### src/rtl/rxphy_pkg.sv
package rxphy_pkg;

   typedef enum logic [3:0] {
      SQ_IDLE, SQ_SIDEBAND, SQ_LANES, SQ_ARM, SQ_CLR_SET,
      SQ_CLR_HI, SQ_CLR_LO, SQ_WR_GO, SQ_WR_WAIT
   } seq_state_t;

   typedef enum logic [2:0] {
      TW_IDLE, TW_FALL, TW_ENLO, TW_DATA, TW_RISE
   } tw_state_t;

   localparam int RANGE_ROWS = 39;
   localparam int NUM_WRITES = 7;

   // Ascending upper bounds of the frequency ranges, in Mbps.
   function automatic int range_top(input int idx);
      case (idx)
         0: return 89;    1: return 99;    2: return 109;   3: return 129;
         4: return 139;   5: return 149;   6: return 169;   7: return 179;
         8: return 199;   9: return 219;   10: return 239;  11: return 249;
         12: return 269;  13: return 299;  14: return 329;  15: return 359;
         16: return 399;  17: return 449;  18: return 499;  19: return 549;
         20: return 599;  21: return 649;  22: return 699;  23: return 749;
         24: return 799;  25: return 849;  26: return 899;  27: return 949;
         28: return 999;  29: return 1049; 30: return 1099; 31: return 1149;
         32: return 1199; 33: return 1249; 34: return 1299; 35: return 1349;
         36: return 1399; 37: return 1449; default: return 1500;
      endcase
   endfunction

   // 6-bit range code for each row.
   function automatic logic [5:0] range_code(input int idx);
      case (idx)
         0: return 6'h00;  1: return 6'h10;  2: return 6'h20;  3: return 6'h01;
         4: return 6'h11;  5: return 6'h21;  6: return 6'h02;  7: return 6'h12;
         8: return 6'h22;  9: return 6'h03;  10: return 6'h13; 11: return 6'h23;
         12: return 6'h04; 13: return 6'h14; 14: return 6'h05; 15: return 6'h15;
         16: return 6'h25; 17: return 6'h06; 18: return 6'h16; 19: return 6'h07;
         20: return 6'h17; 21: return 6'h08; 22: return 6'h18; 23: return 6'h09;
         24: return 6'h19; 25: return 6'h29; 26: return 6'h39; 27: return 6'h0a;
         28: return 6'h1a; 29: return 6'h2a; 30: return 6'h3a; 31: return 6'h0b;
         32: return 6'h1b; 33: return 6'h2b; 34: return 6'h3b; 35: return 6'h0c;
         36: return 6'h1c; 37: return 6'h2c; default: return 6'h3c;
      endcase
   endfunction

   // Register code of each step of the programming sequence.
   function automatic logic [7:0] step_reg(input int idx);
      case (idx)
         0: return 8'h34;  1: return 8'h44;  2: return 8'h54;  3: return 8'h84;
         4: return 8'h94;  5: return 8'h75;  default: return 8'h00;
      endcase
   endfunction

endpackage

### src/rtl/rxphy_rate_lookup.sv
module rxphy_rate_lookup #(
   parameter int RATE_W    = 11,
   parameter int MAX_LANES = 4,
   localparam int LANE_W   = $clog2(MAX_LANES + 1)
) (
   input  logic [RATE_W-1:0]    rate_i,
   input  logic [LANE_W-1:0]    lanes_i,
   output logic [5:0]           code_o,
   output logic [MAX_LANES-1:0] mask_o,
   output logic                 bad_o
);
   import rxphy_pkg::*;

   logic hit;
   logic lanes_ok;

   // Priority pick: walking down, the lowest matching row wins.
   always_comb begin
      code_o = '0;
      hit    = 1'b0;
      for (int i = RANGE_ROWS - 1; i >= 0; i--) begin
         if (int'(rate_i) <= range_top(i)) begin
            code_o = range_code(i);
            hit    = 1'b1;
         end
      end
   end

   assign lanes_ok = (int'(lanes_i) >= 1) && (int'(lanes_i) <= MAX_LANES);

   always_comb begin
      for (int l = 0; l < MAX_LANES; l++)
         mask_o[l] = lanes_ok && (l < int'(lanes_i));
   end

   assign bad_o = !hit || (code_o == 6'h00) || !lanes_ok;

endmodule

### src/rtl/rxphy_test_writer.sv
module rxphy_test_writer (
   input  logic       clk,
   input  logic       rst_n,
   input  logic       arm_i,
   input  logic       go_i,
   input  logic [7:0] code_i,
   input  logic [7:0] data_i,
   output logic       ack_o,
   output logic       test_clk_o,
   output logic       test_en_o,
   output logic [7:0] test_din_o
);
   import rxphy_pkg::*;

   tw_state_t st;

   always_ff @(posedge clk or negedge rst_n) begin
      if (!rst_n) begin
         st         <= TW_IDLE;
         ack_o      <= 1'b0;
         test_clk_o <= 1'b0;
         test_en_o  <= 1'b0;
         test_din_o <= '0;
      end else begin
         ack_o <= 1'b0;
         case (st)
            TW_IDLE: begin
               if (arm_i) test_clk_o <= 1'b1;
               if (go_i) begin
                  test_din_o <= code_i;
                  test_en_o  <= 1'b1;
                  st         <= TW_FALL;
               end
            end
            TW_FALL: begin
               test_clk_o <= 1'b0;
               st         <= TW_ENLO;
            end
            TW_ENLO: begin
               test_en_o <= 1'b0;
               st        <= TW_DATA;
            end
            TW_DATA: begin
               test_din_o <= data_i;
               st         <= TW_RISE;
            end
            default: begin
               test_clk_o <= 1'b1;
               ack_o      <= 1'b1;
               st         <= TW_IDLE;
            end
         endcase
      end
   end


   code_phase_chk: assert property (@(posedge clk) disable iff (!rst_n)
      $fell(test_clk_o) |-> test_en_o);

   data_phase_chk: assert property (@(posedge clk) disable iff (!rst_n)
      $rose(test_clk_o) |-> !test_en_o);

   go_idle_chk: assert property (@(posedge clk) disable iff (!rst_n)
      go_i |-> (st == TW_IDLE));

endmodule

### src/rtl/rxphy_bringup_seq.sv
module rxphy_bringup_seq #(
   parameter int CLK_MHZ   = 100,
   parameter int WAIT_US   = 100,
   parameter int RATE_W    = 11,
   parameter int MAX_LANES = 4,
   localparam int LANE_W   = $clog2(MAX_LANES + 1),
   localparam int DELAY_CYC = CLK_MHZ * WAIT_US,
   localparam int CNT_W    = $clog2(DELAY_CYC + 1),
   localparam int IDX_W    = $clog2(rxphy_pkg::NUM_WRITES)
) (
   input  logic                 clk,
   input  logic                 rst_n,
   input  logic                 start_i,
   input  logic [RATE_W-1:0]    rate_mbps_i,
   input  logic [LANE_W-1:0]    lanes_i,
   input  logic                 power_off_i,
   output logic                 busy_o,
   output logic                 done_o,
   output logic                 err_o,
   output logic [MAX_LANES-1:0] lane_en_o,
   output logic [MAX_LANES-1:0] force_rx_o,
   output logic [MAX_LANES-1:0] force_stop_o,
   output logic [MAX_LANES-1:0] turn_req_o,
   output logic [MAX_LANES-1:0] turn_dis_o,
   output logic                 test_clk_o,
   output logic                 test_clr_o,
   output logic                 test_en_o,
   output logic [7:0]           test_din_o
);
   import rxphy_pkg::*;

   initial begin
      if (DELAY_CYC < 1) $error("settle wait must be at least one cycle");
      if (MAX_LANES != 4) $error("sequence programs exactly four data lanes");
      if (RATE_W < 11) $error("rate width too narrow for the table");
   end

   seq_state_t           st;
   logic [CNT_W-1:0]     cnt;
   logic [IDX_W-1:0]     idx;
   logic [5:0]           code_q;
   logic [MAX_LANES-1:0] mask_q;
   logic [5:0]           lk_code;
   logic [MAX_LANES-1:0] lk_mask;
   logic                 lk_bad;
   logic                 arm;
   logic                 go;
   logic                 ack;
   logic [7:0]           wr_code;
   logic [7:0]           wr_data;

   rxphy_rate_lookup #(.RATE_W(RATE_W), .MAX_LANES(MAX_LANES)) u_lookup (
      .rate_i (rate_mbps_i),
      .lanes_i(lanes_i),
      .code_o (lk_code),
      .mask_o (lk_mask),
      .bad_o  (lk_bad)
   );

   assign arm = (st == SQ_ARM);
   assign go  = (st == SQ_WR_GO);

   always_comb begin
      wr_code = step_reg(int'(idx));
      case (int'(idx))
         0, 6:    wr_data = 8'h00;
         5:       wr_data = 8'h04;
         default: wr_data = {1'b0, code_q, 1'b0};
      endcase
   end

   rxphy_test_writer u_writer (
      .clk       (clk),
      .rst_n     (rst_n),
      .arm_i     (arm),
      .go_i      (go),
      .code_i    (wr_code),
      .data_i    (wr_data),
      .ack_o     (ack),
      .test_clk_o(test_clk_o),
      .test_en_o (test_en_o),
      .test_din_o(test_din_o)
   );

   assign busy_o = (st != SQ_IDLE);

   always_ff @(posedge clk or negedge rst_n) begin
      if (!rst_n) begin
         st           <= SQ_IDLE;
         cnt          <= '0;
         idx          <= '0;
         code_q       <= '0;
         mask_q       <= '0;
         done_o       <= 1'b0;
         err_o        <= 1'b0;
         lane_en_o    <= '0;
         force_rx_o   <= '1;
         force_stop_o <= '1;
         turn_req_o   <= '0;
         turn_dis_o   <= '0;
         test_clr_o   <= 1'b0;
      end else begin
         done_o <= 1'b0;
         err_o  <= 1'b0;
         case (st)
            SQ_IDLE: begin
               if (start_i) begin
                  if (lk_bad) begin
                     err_o <= 1'b1;
                  end else begin
                     code_q <= lk_code;
                     mask_q <= lk_mask;
                     st     <= SQ_SIDEBAND;
                  end
               end else if (power_off_i) begin
                  lane_en_o <= '0;
               end
            end
            SQ_SIDEBAND: begin
               force_rx_o   <= '0;
               force_stop_o <= '0;
               turn_req_o   <= '0;
               turn_dis_o   <= '1;
               st           <= SQ_LANES;
            end
            SQ_LANES: begin
               lane_en_o <= mask_q;
               st        <= SQ_ARM;
            end
            SQ_ARM: st <= SQ_CLR_SET;
            SQ_CLR_SET: begin
               test_clr_o <= 1'b1;
               cnt        <= CNT_W'(DELAY_CYC - 1);
               st         <= SQ_CLR_HI;
            end
            SQ_CLR_HI: begin
               if (cnt == '0) begin
                  test_clr_o <= 1'b0;
                  cnt        <= CNT_W'(DELAY_CYC - 1);
                  st         <= SQ_CLR_LO;
               end else begin
                  cnt <= cnt - 1'b1;
               end
            end
            SQ_CLR_LO: begin
               if (cnt == '0) begin
                  idx <= '0;
                  st  <= SQ_WR_GO;
               end else begin
                  cnt <= cnt - 1'b1;
               end
            end
            SQ_WR_GO: st <= SQ_WR_WAIT;
            default: begin
               if (ack) begin
                  if (int'(idx) == NUM_WRITES - 1) begin
                     done_o <= 1'b1;
                     st     <= SQ_IDLE;
                  end else begin
                     idx <= idx + 1'b1;
                     st  <= SQ_WR_GO;
                  end
               end
            end
         endcase
      end
   end


   done_single_chk: assert property (@(posedge clk) disable iff (!rst_n)
      done_o |=> !done_o);

   done_idle_chk: assert property (@(posedge clk) disable iff (!rst_n)
      done_o |-> !busy_o);

   err_idle_chk: assert property (@(posedge clk) disable iff (!rst_n)
      err_o |-> (!busy_o && $stable(lane_en_o) && $stable(test_clk_o)));

   lanes_after_sideband_chk: assert property (@(posedge clk) disable iff (!rst_n)
      ($past(lane_en_o) == '0 && lane_en_o != '0) |->
         (turn_dis_o == '1 && force_rx_o == '0 && force_stop_o == '0 && turn_req_o == '0));

   clr_under_clk_chk: assert property (@(posedge clk) disable iff (!rst_n)
      $rose(test_clr_o) |-> test_clk_o);

   no_write_in_clr_chk: assert property (@(posedge clk) disable iff (!rst_n)
      test_clr_o |-> !test_en_o);

endmodule

### config.mk
export PLATFORM = sky130hd
export DESIGN_NAME = rxphy_bringup_seq
export DESIGN_NICKNAME = d
export VERILOG_FILES = /design/src/rtl/rxphy_pkg.sv /design/src/rtl/rxphy_rate_lookup.sv /design/src/rtl/rxphy_test_writer.sv /design/src/rtl/rxphy_bringup_seq.sv
export SDC_FILE = /design/constraint.sdc
export NUM_CORES = 1
export LEC_CHECK = 0
export ABC_AREA = 1
export ABC_CLOCK_PERIOD_IN_PS = 4250
export BUFFER_PORTS_ARGS = -buffer_cell sky130_fd_sc_hd__buf_2
export CAP_MARGIN = 20
export CORE_MARGIN = 1.5
export CORE_UTILIZATION = 45
export CTS_BUF_LIST = sky130_fd_sc_hd__clkbuf_8 sky130_fd_sc_hd__clkbuf_16
export DETAILED_ROUTE_END_ITERATION = 6
export PLACE_DENSITY = 0.71
export SLEW_MARGIN = 20
export SYNTH_ARGS = -nofsm -noshare
export SYNTH_HDL_FRONTEND = slang
export SYNTH_SLANG_ARGS = --single-unit
### constraint.sdc
create_clock -name clk -period 4.25 [get_ports clk]
set_input_delay 0.85 -clock clk [delete_from_list [all_inputs] [get_ports clk]]
set_output_delay 0.85 -clock clk [all_outputs]
set_load 0.02 [all_outputs]
# Word-level counts from Yosys, hierarchy flattened
# Index checks and enable logic that the tools add are counted.
totals:
  latchBits: 0
  mem_bits_rw: 0
  mem_count: 0
  inputBits: 18
  reg_bits: 57
  romBits: 0
classes:
  shift: 0
  div: 0
  eq_ne: 27
  n_lt_le_gt_ge: 45
  bitwise: 3
  muxes: 114
  n_mul: 0
  add_sub_neg: 2
  n_reduce_logical: 36
op_table:
  columns: ["cell", "count"]
  rows:
  - ["2-to-1 mux 6 bit", 39]
  - ["less-or-equal comparator 11 x 10 -> 1 bit (second input constant)", 10]
  - ["less-or-equal comparator 11 bit (second input constant)", 10]
  - ["less-or-equal comparator 11 x 8 -> 1 bit (second input constant)", 9]
  - ["less-or-equal comparator 11 x 9 -> 1 bit (second input constant)", 7]
  - ["2-to-1 mux 1 bit", 49]
  - ["case mux 8 bit (6 select lines)", 1]
  - ["case mux 14 bit (3 select lines)", 1]
  - ["less-or-equal comparator 11 x 7 -> 1 bit (second input constant)", 3]
  - ["case mux 4 bit (8 select lines)", 1]
  - ["2-to-1 mux 14 bit", 2]
  - ["2-to-1 mux 4 bit", 7]
  - ["!= test 2 bit (second input constant)", 9]
  - ["== test 4 x 3 -> 1 bit (second input constant)", 4]
  - ["case mux 8 bit (2 select lines)", 1]
  - ["== test 3 x 2 -> 1 bit (second input constant)", 5]
  - ["2-to-1 mux 3 bit", 5]
  - ["zero test 14 bit", 1]
  - ["case mux 7 bit (2 select lines)", 1]
  - ["subtractor 14 x 1 -> 14 bit (second input constant)", 1]
  - ["case mux 3 bit (4 select lines)", 1]
  - ["AND reduction 2 bit", 5]
  - ["nonzero test 2 bit", 5]
  - ["== test 3 bit (second input constant)", 3]
  - ["other kinds (31)", 47]

# Depth between registers and ports, before layout
# Gate-level depths: netlist (run 1).
logic_depth:
  depth_word: 46
  mapped_depth: 45
  depth_no_buf: 44

# By module
# Synthesis (run 1) repeated with hierarchy kept, for this count alone.
hier_totals:
  cells_unflattened: 724
  area_unflattened_um2: 4605.7
modules_own_cells:
  columns: ["module", "area_per_inst_um2", "cells_each", "instances"]
  rows:
  - ["rxphy_bringup_seq", 2377.3, 312, 1]
  - ["rxphy_rate_lookup", 1524.0, 327, 1]
  - ["rxphy_test_writer", 704.4, 85, 1]

# Worst setup path after synthesis (run 1)
# No wires, ideal clock.
synth_path:
  kind: "input port to flip-flop"
  from: "input port rate_mbps_i[2]"
  to: "register mask_q[3]"
  path_buffers: 2
  arrival_ns: 3.379
  slack_ns: 0.752
  setup_ns: 0.119
  path_stages: 38
  required_ns: 4.131
  path_cell_list: "buf_6 -> nor3_1 -> a31oi_2 -> nand2_1 -> nand2_1 -> nand2_1 -> nand2_1 -> nand2_1 -> nand2_1 -> nand2_1 -> nand2_1 -> nand2_1 -> nand2_1 -> nand2_1 -> nand2_1 -> nand2_1 -> nand2_1 -> nand2_1 -> [... 2 more ...] -> nand2_1 -> nand2_1 -> nand2_1 -> nand2_1 -> nand2_1 -> nand2_1 -> nand2_1 -> nand2_1 -> nand2_1 -> nand2_1 -> nand2_1 -> nand2_1 -> nand2_2 -> nand2_4 -> nand3_4 -> buf_12 -> nand2_2 -> o21ai_2"
synth_via:
  elab_chain_cells: 45
  elab_cells_between_ends: 123
synth_lines:
  columns: ["element", "line_no", "source"]
  rows:
  - ["from (decl)", "rxphy_bringup_seq.sv:14", "input logic [RATE_W-1:0] rate_mbps_i,"]
  - ["less-or-equal comparator 11 bit", "rxphy_rate_lookup.sv:22", "if (int'(rate_i) <= range_top(i)) begin"]
  - ["2-to-1 mux 6 bit / 2-to-1 mux 1 bit (equally long branches) (39 in a row)", "rxphy_rate_lookup.sv:22", null]
  - ["zero test 6 bit / zero test 1 bit (equally long branches)", "rxphy_rate_lookup.sv:36", "assign bad_o = !hit || (code_o == 6'h00) || !lanes_ok;"]
  - ["logical OR 1 bit * (2 in a row)", "rxphy_rate_lookup.sv:36", null]
  - ["NOT 1 bit (no source line) *", null, null]
  - ["AND reduction 3 bit (no source line) *", null, null]
  - ["to (signal assigned)", "rxphy_bringup_seq.sv:112", "mask_q <= lk_mask;"]
  - ["to (decl)", "rxphy_bringup_seq.sv:42", "logic [MAX_LANES-1:0] mask_q;"]
# Every way passes the cells marked *; elsewhere a longest branch is shown, timed or not.
# A chain may end at the register's enable or synchronous reset.

# Worst setup path in the final report (run 1)
layout_path:
  from: "input port rate_mbps_i[6]"
  to: "register code_q[4]"
layout_via:
  elab_chain_cells: 45
  elab_cells_between_ends: 123
layout_lines:
  columns: ["element", "line_no", "source"]
  rows:
  - ["less-or-equal comparator 11 bit", "rxphy_rate_lookup.sv:22", null]
  - ["2-to-1 mux 6 bit / 2-to-1 mux 1 bit (equally long branches) (39 in a row)", "rxphy_rate_lookup.sv:22", null]
  - ["zero test 6 bit / zero test 1 bit (equally long branches)", "rxphy_rate_lookup.sv:36", null]
  - ["logical OR 1 bit (2 in a row)", "rxphy_rate_lookup.sv:36", null]
  - ["NOT 1 bit (no source line)", null, null]
  - ["AND reduction 3 bit (no source line)", null, null]
  - ["to (signal assigned)", "rxphy_bringup_seq.sv:111", "code_q <= lk_code;"]
  - ["to (decl)", "rxphy_bringup_seq.sv:41", "logic [5:0] code_q;"]
# Parallel ways exist; a longest one is shown, timed or not.

==> results by group, run 1 <==
Logic synthesis
  • Count leader, synth: nand2_1
  • Sequential share of the synthesized area: 0.317
  • Post-synth EDFFs: 0
  • Seq cells post-synth: 54
  • Synth async-reset ratio: 1.00
  • Largest area contributor in the netlist: dfrtp_1
  • Synth cell types: 54
  • Post-synthesis average cell area: between 6 and 7 sq um
  • Ys flop type: dfrtp_1
  • Commonest cells post-synth: 146 x nand2_1, 91 x inv_1, 83 x nor2_1
  • YS warnings: 0
  • Post-synth top area share: 0.310
  • Mapped Area: 0.00427 sq mm
  • Cells after Synth: about 640
  • Largest cells by area after synthesis: dfrtp_1 31%, nand2_1 13%, inv_1 8.0%, nor2_1 7.3%, o21ai_0 4.8%

Route
  • Vias per cell: around 5.5
  • DR WL/cell: 15.5 um
  • Total wire length: 13.0 mm
  • Vias: ~4,600
  • Number of DRC markers in iteration 0: roughly 250
  • Post-DRT Antenna Nets: 0
  • DRT Pass-1 Iters: 5
  • Drc violations: 0

Clocking
  • Root Buffer: clkbuf_8
  • Post-CTS Setup Inserts: 0
  • CTS tree: done
  • CTS-repair resized insts: 0
  • Cts hold-fix bufs: 0
  • CTS sink cnt: 54
  • Skew-Pair Late Insertion Delay: about 0.30 ns
  • CTS Buffer Depth: 2
  • CTS Buf Count: 5
  • Clock transition at the registers of the reported paths: 0.09 ns
  • H-tree depth: 2

Critical path
  • Worst Setup End Kind: flop
  • Critical Path Source Type: primary input
  • CP Capture Point: code_q[4]$_DFFE_PN0P_
  • Critical path type: in2reg
  • Critical Path RT: approximately 4.4 ns
  • Crit path max fanout: 10
  • Critical R2R Launch: cnt[0]$_DFFE_PN0P_
  • Worst path arrival time: approximately 4 ns
  • RR Endpoint: test_clr_o$_DFFE_PN0P_
  • Reg2Reg Depth: 13
  • Slowest stage cell, crit path: buf_2
  • Crit path from: rate_mbps_i[6]
  • Cell seen most often among critical-path stages: nand2_1
  • Reg2reg setup slack: approximately 1.7 ns
  • CP max stage delay: 0.23 ns

Floorplanning
  • Die Area: between 0.01 and 0.015 sq mm
  • # IOs: 52
  • Die width: 100 um
  • Die height: between 100 and 150 um
  • Placeable Area: between 0.009 and 0.01 sq mm
  • Cell Rows: 35
  • Initial Util: 0.462

STA
  • Slew @ Worst Pin: between 0.7 and 0.8 ns
  • Fin Hold WS: around 0.47 ns
  • Layout Skew: between 0.01 and 0.015 ns
  • Fmax: about 260 MHz
  • RSZ-0062 raised after global routing: no
  • Setup Viol. Count Final: 0
  • Normalized max-slew margin: 0.494
  • Post-route setup TNS: 0 ns
  • Crit share post-route: 0.895
  • Final Hold Violating Endpoints: 0
  • Fin. max-slew vios: 0
  • Crit path time final: around 3.8 ns

Global routing
  • GRT Total Usage: 0.269
  • First-pass GRT wire length: about 21 mm
  • Pin count of the biggest net entering global routing: 36
  • Initial antenna violation count: 0
  • Number of global-route vias before repair: about 4,500
  • GRT overflow: 0

Placed design
  • IO Port Bufs: 47
  • RD Place Congestion: about 1.1
  • Hpwl dp: 10.9 mm

Power
  • Pwr Density: ~420 mW/mm^2
  • Max IR drop VDD: between 0.2 and 0.25 mV
  • LEAKAGE: around 2.4 nW

Finish
  • Final nets: around 730
  • Layout fillers: 904
  • Share of post-route cells with drive strength above 1: 0.203
  • Ant diodes: 0
  • Layout area overhead: 12.7%

Flow run
  • Max-cap violations: 0

Worst hold path
  • HP Class: reg2reg

Outcome
  • Status: complete, no violations
per-layer routing:
metal | up-vias | track usage | part of all wire
met3 | 65 | 0.0251 | 0.061
met4 | 0 | 0.180 | 0.067
met2 | 221 | 0.476 | 0.49
li1 | 2199 | - | -
met1 | 2086 | 0.307 | 0.39
met5 | - | 0 | 0
logic make-up after synthesis:
family / Yosys count / synth area share
muxes: 1 / 0.00264
xor gates and xnor gates: 3 / 0.00615
other: 1 / 0.000878
DFF: 54 / 0.317
adders and majority gates: 5 / 0.0146
and+or+nand+nor: 319 / 0.329
buffers and inverters: 127 / 0.142
AOI/OAI and AO/OA: 128 / 0.188
per-stage QoR:
| stage | instances | setup slack [ns] | power [mW] | area [sq um] | util |
|---|---|---|---|---|---|
| after floorplan | 641 | 0.752 | 1.46 | 4280 | - |
| after global placement | 827 | 0.126 | 1.73 | 4730 | 0.512 |
| after detailed placement | 827 | 0.138 | 1.75 | 4730 | 0.512 |
| after CTS | 835 | 0.453 | 2.02 | 4820 | 0.521 |
| after global routing | 835 | 0.0484 | 2.19 | 4820 | 0.521 |
| final | 835 | 0.448 | 2.01 | 4820 | 0.521 |
critical path: cells and delay by family:
| kind | cells | cell delay, ns |
|---|---|---|
| buf+inv | 4 | 0.57 |
| compound gates | 1 | 0.05 |
| simple gates | 39 | 2.54 |
report_power, final:
| group | total (mW) | switching [mW] | internal [mW] | leakage, nW |
|---|---|---|---|---|
| Combinational | 0.948 | 0.628 | 0.320 | 1.71 |
| Clock | 0.270 | 0.158 | 0.112 | 0.0467 |
| Sequential | 0.792 | 0.118 | 0.673 | 0.649 |
| Total | 2.01 | 0.904 | 1.11 | 2.41 |
worst min path at each step:
stage | startpoint | to | slack [ns] | cells after the start
3_5_place_dp | u_writer.st[2]$_DFFE_PN0P_ | u_writer.ack_o$_DFF_PN0_ | 0.44 | 0
2_1_floorplan | mask_q[0]$_DFFE_PN0P_ | mask_q[0]$_DFFE_PN0P_ | 0.42 | 2
4_1_cts | u_writer.st[2]$_DFFE_PN0P_ | u_writer.ack_o$_DFF_PN0_ | 0.47 | 0
3_3_place_gp | u_writer.st[2]$_DFFE_PN0P_ | u_writer.ack_o$_DFF_PN0_ | 0.43 | 0
6_report | u_writer.st[2]$_DFFE_PN0P_ | u_writer.ack_o$_DFF_PN0_ | 0.47 | 0
5_1_grt | mask_q[0]$_DFFE_PN0P_ | mask_q[0]$_DFFE_PN0P_ | 0.50 | 2
cell usage in the layout (no fill, tap or decap), drive strengths merged, types with 2 or more instances in the layout:
master and count:
o2111ai 2, ha 5, buf 83, a41oi 2, nor3 21, o22ai 3
xor2 3, a32oi 4, inv 102, o21ai 49, o31ai 7, a21oi 29
or2 5, clkbuf 5, nor2 94, nand4 2, nand3 32, nand2 161
a31oi 16, conb 4, a311oi 2, a21boi 4, nor4 3, dfrtp 53
sequential cells by signal, indices dropped and copies added (netlist names):
signal / flops
force_stop_o: 1
idx: 3
u_writer.st: 3
cnt: 14
mask_q: 4
turn_dis_o: 1
u_writer.test_din_o: 8
test_clr_o: 1
u_writer.test_clk_o: 1
lane_en_o: 4
done_o: 1
err_o: 1
code_q: 6
u_writer.test_en_o: 1
u_writer.ack_o: 1
st: 4
final cells by class:
class	count	area [sq um]	area share
clock inverter	3	15.0	0.00312
multi-input combinational	460	2320	0.483
tap	129	161	0.0335
timing repair buffer	83	505	0.105
inverter	101	389	0.0808
clock buffer	5	68.8	0.0143
sequential	54	1350	0.281
Note: power is estimated with default switching activity, not from simulation.
==> run 2, diff against run 1 <==
==> constraint.sdc (replaced) <==
create_clock -name clk -period 4.25 [get_ports clk]
set_input_delay 0.6375 -clock clk [delete_from_list [all_inputs] [get_ports clk]]
set_output_delay 0.6375 -clock clk [all_outputs]
set_load 0.02 [all_outputs]
==> run 2 against run 1 <==
Compared with the run above: clock skew increased by 0.0017 ns; largest cell class unchanged; combinational power down 1%; critical path depth down 1; core utilization fell by 1.4 points; global-route usage fell by 0.76 points; power down 0.25%; critical path type unchanged; final area shrank 2.7%; cell count decreased by 2.2%; non-clock buffer count decreased by 18.
==> results by group, run 2 (synthesis gave the netlist of run 1 again) <==
Clocking
  • CTS Buf Count: 5
  • Clock transition at the registers of the reported paths: ~0.1 ns
  • CTS Buffer Depth: 2
  • Skew-Pair Late Insertion Delay: 0.31 ns
  • CTS sink cnt: between 50 and 60
  • CTS tree: done
  • H-tree depth: 2
  • Post-CTS Setup Inserts: 0
  • Root Buffer: clkbuf_8

Critical path
  • Slowest stage cell, crit path: buf_2
  • Crit path max fanout: 13
  • Worst path arrival time: about 3.9 ns
  • Worst Setup End Kind: flop
  • Critical Path Source Type: primary input
  • CP max stage delay: approximately 0.23 ns
  • Critical Path RT: about 4.5 ns
  • Crit path from: rate_mbps_i[8]
  • Critical path type: in2reg
  • Cell seen most often among critical-path stages: nand2_1
  • Critical R2R Launch: cnt[0]$_DFFE_PN0P_

Power
  • Sw power: about 910 uW
  • Int Pwr: ~1.1 mW
  • Pwr Density: about 430 mW/mm^2
  • Clk network pwr share: 0.140
  • Sw Share: 0.453
  • Logic pwr share: 0.466
  • LEAKAGE: approximately 2.3 nW
  • Seq pwr share: 0.393
  • Max IR drop VDD: ~0.19 mV

Route
  • Number of DRC markers in iteration 0: roughly 200
  • DR WL/cell: 15.5 um
  • Total wire length: 12.6 mm
  • DRT Pass-1 Iters: 5
  • Vias: approximately 4,400
  • Vias per cell: around 5.4
  • Drc violations: 0
  • Post-DRT Antenna Nets: 0

Floorplanning
  • Cell Rows: 35
  • Initial Util: 0.462
  • Die height: 100 um
  • # IOs: between 50 and 60
  • Die width: around 100 um
  • Placeable Area: ~0.0092 sq mm
  • Die Area: 0.0101 sq mm

Finish
  • Most common cell after layout, fill and taps aside: nand2_1
  • Layout area overhead: 9.69%
  • Biggest registers after layout: cnt: 14 flops, u_writer.test_din_o: 8 flops, code_q: 6 flops
  • Largest reg by FF count: cnt
  • Share of post-route cells with drive strength above 1: 0.183
  • Fin util: 0.507
  • Ant diodes: 0
  • Final nets: 710
  • Largest register FFs: 14
  • Most frequent cells in the layout: 146 x nand2_1, 92 x inv_1, 83 x nor2_1

Placed design
  • IO Port Bufs: 47
  • Hpwl dp: 10.3 mm
  • RD Place Congestion: 1.06
  • DP Worst Slack: 0.276 ns

STA
  • Fin Hold WS: ~0.26 ns
  • RSZ-0062 raised after global routing: no
  • Final setup margin: 0.566 ns
  • Slew @ Worst Pin: around 0.60 ns
  • Crit path time final: approximately 3.7 ns
  • Fmax: ~270 MHz
  • Setup Viol. Count Final: 0
  • Layout Skew: around 0.014 ns
  • Normalized max-slew margin: 0.599
  • Post-route setup TNS: 0 ns
  • Fin. max-slew vios: 0
  • Crit share post-route: 0.867
  • Final Hold Violating Endpoints: 0

Global routing
  • First-pass GRT wire length: 20.7 mm
  • Number of global-route vias before repair: about 4,200
  • Initial antenna violation count: 0
  • GRT Total Usage: 0.261
  • GRT overflow: 0
  • Pin count of the biggest net entering global routing: 35

Worst hold path
  • HP Class: in2async

Flow run
  • Max-cap violations: 0

Outcome
  • Status: complete, no violations
-- run 2: final timing paths --
kind	cells after the start	slack (ns)	end
worst min-delay path	1	0.26	cnt[10]$_DFFE_PN0P_
min in group clk	0	0.46	u_writer.ack_o$_DFF_PN0_
max in group asynchronous	2	3.20	lane_en_o[2]$_DFFE_PN0P_
worst max-delay path	43	0.57	mask_q[2]$_DFFE_PN0P_
worst max register to register	13	1.66	test_clr_o$_DFFE_PN0P_
worst min register to register	0	0.46	u_writer.ack_o$_DFF_PN0_
-- run 2: timing repair --
item                       CTS  global route
resized for setup            0             1
hold buffers                 0             0
setup endpoints to repair    0             1
-- run 2: area by class of cell --
| class | instances | area (sq um) |
|---|---|---|
| timing repair buffer | 65 | 373 |
| sequential | 54 | 1350 |
| tap | 129 | 161 |
| clock buffer | 5 | 68.8 |
| fill | 927 | 4550 |
| multi-input combinational | 460 | 2320 |
| clock inverter | 3 | 17.5 |
| inverter | 101 | 389 |
-- run 2: critical path, delay by kind of cell --
family	cells	cell delay (ns)
simple gates	39	2.67
compound gates	1	0.10
buf+inv	3	0.51
-- run 2: metal layers --
metal	routed length (um)	track usage	vias to the layer above
met5	0	0	-
met4	803	0.170	0
met3	768	0.0299	62
met2	6090	0.451	230
met1	4970	0.307	1996
li1	-	-	2157
-- run 2: power by group through the flow --
stage	Clock, mW	Sequential [mW]	Combinational, mW
3_3_place_gp	0	0.795	0.917
4_1_cts	0.290	0.789	0.932
6_report	0.282	0.789	0.935
2_1_floorplan	0	0.845	0.619
5_1_grt	0.307	0.811	1.07
3_5_place_dp	0	0.799	0.929
-- run 2: metrics by stage --
| step | total power, mW | instances | cell area [sq um] |
|---|---|---|---|
| after global placement | 1.71 | 809 | 4600 |
| after global routing | 2.18 | 817 | 4690 |
| after detailed placement | 1.73 | 809 | 4600 |
| final | 2.01 | 817 | 4690 |
| after floorplan | 1.46 | 641 | 4280 |
| after CTS | 2.01 | 817 | 4680 |
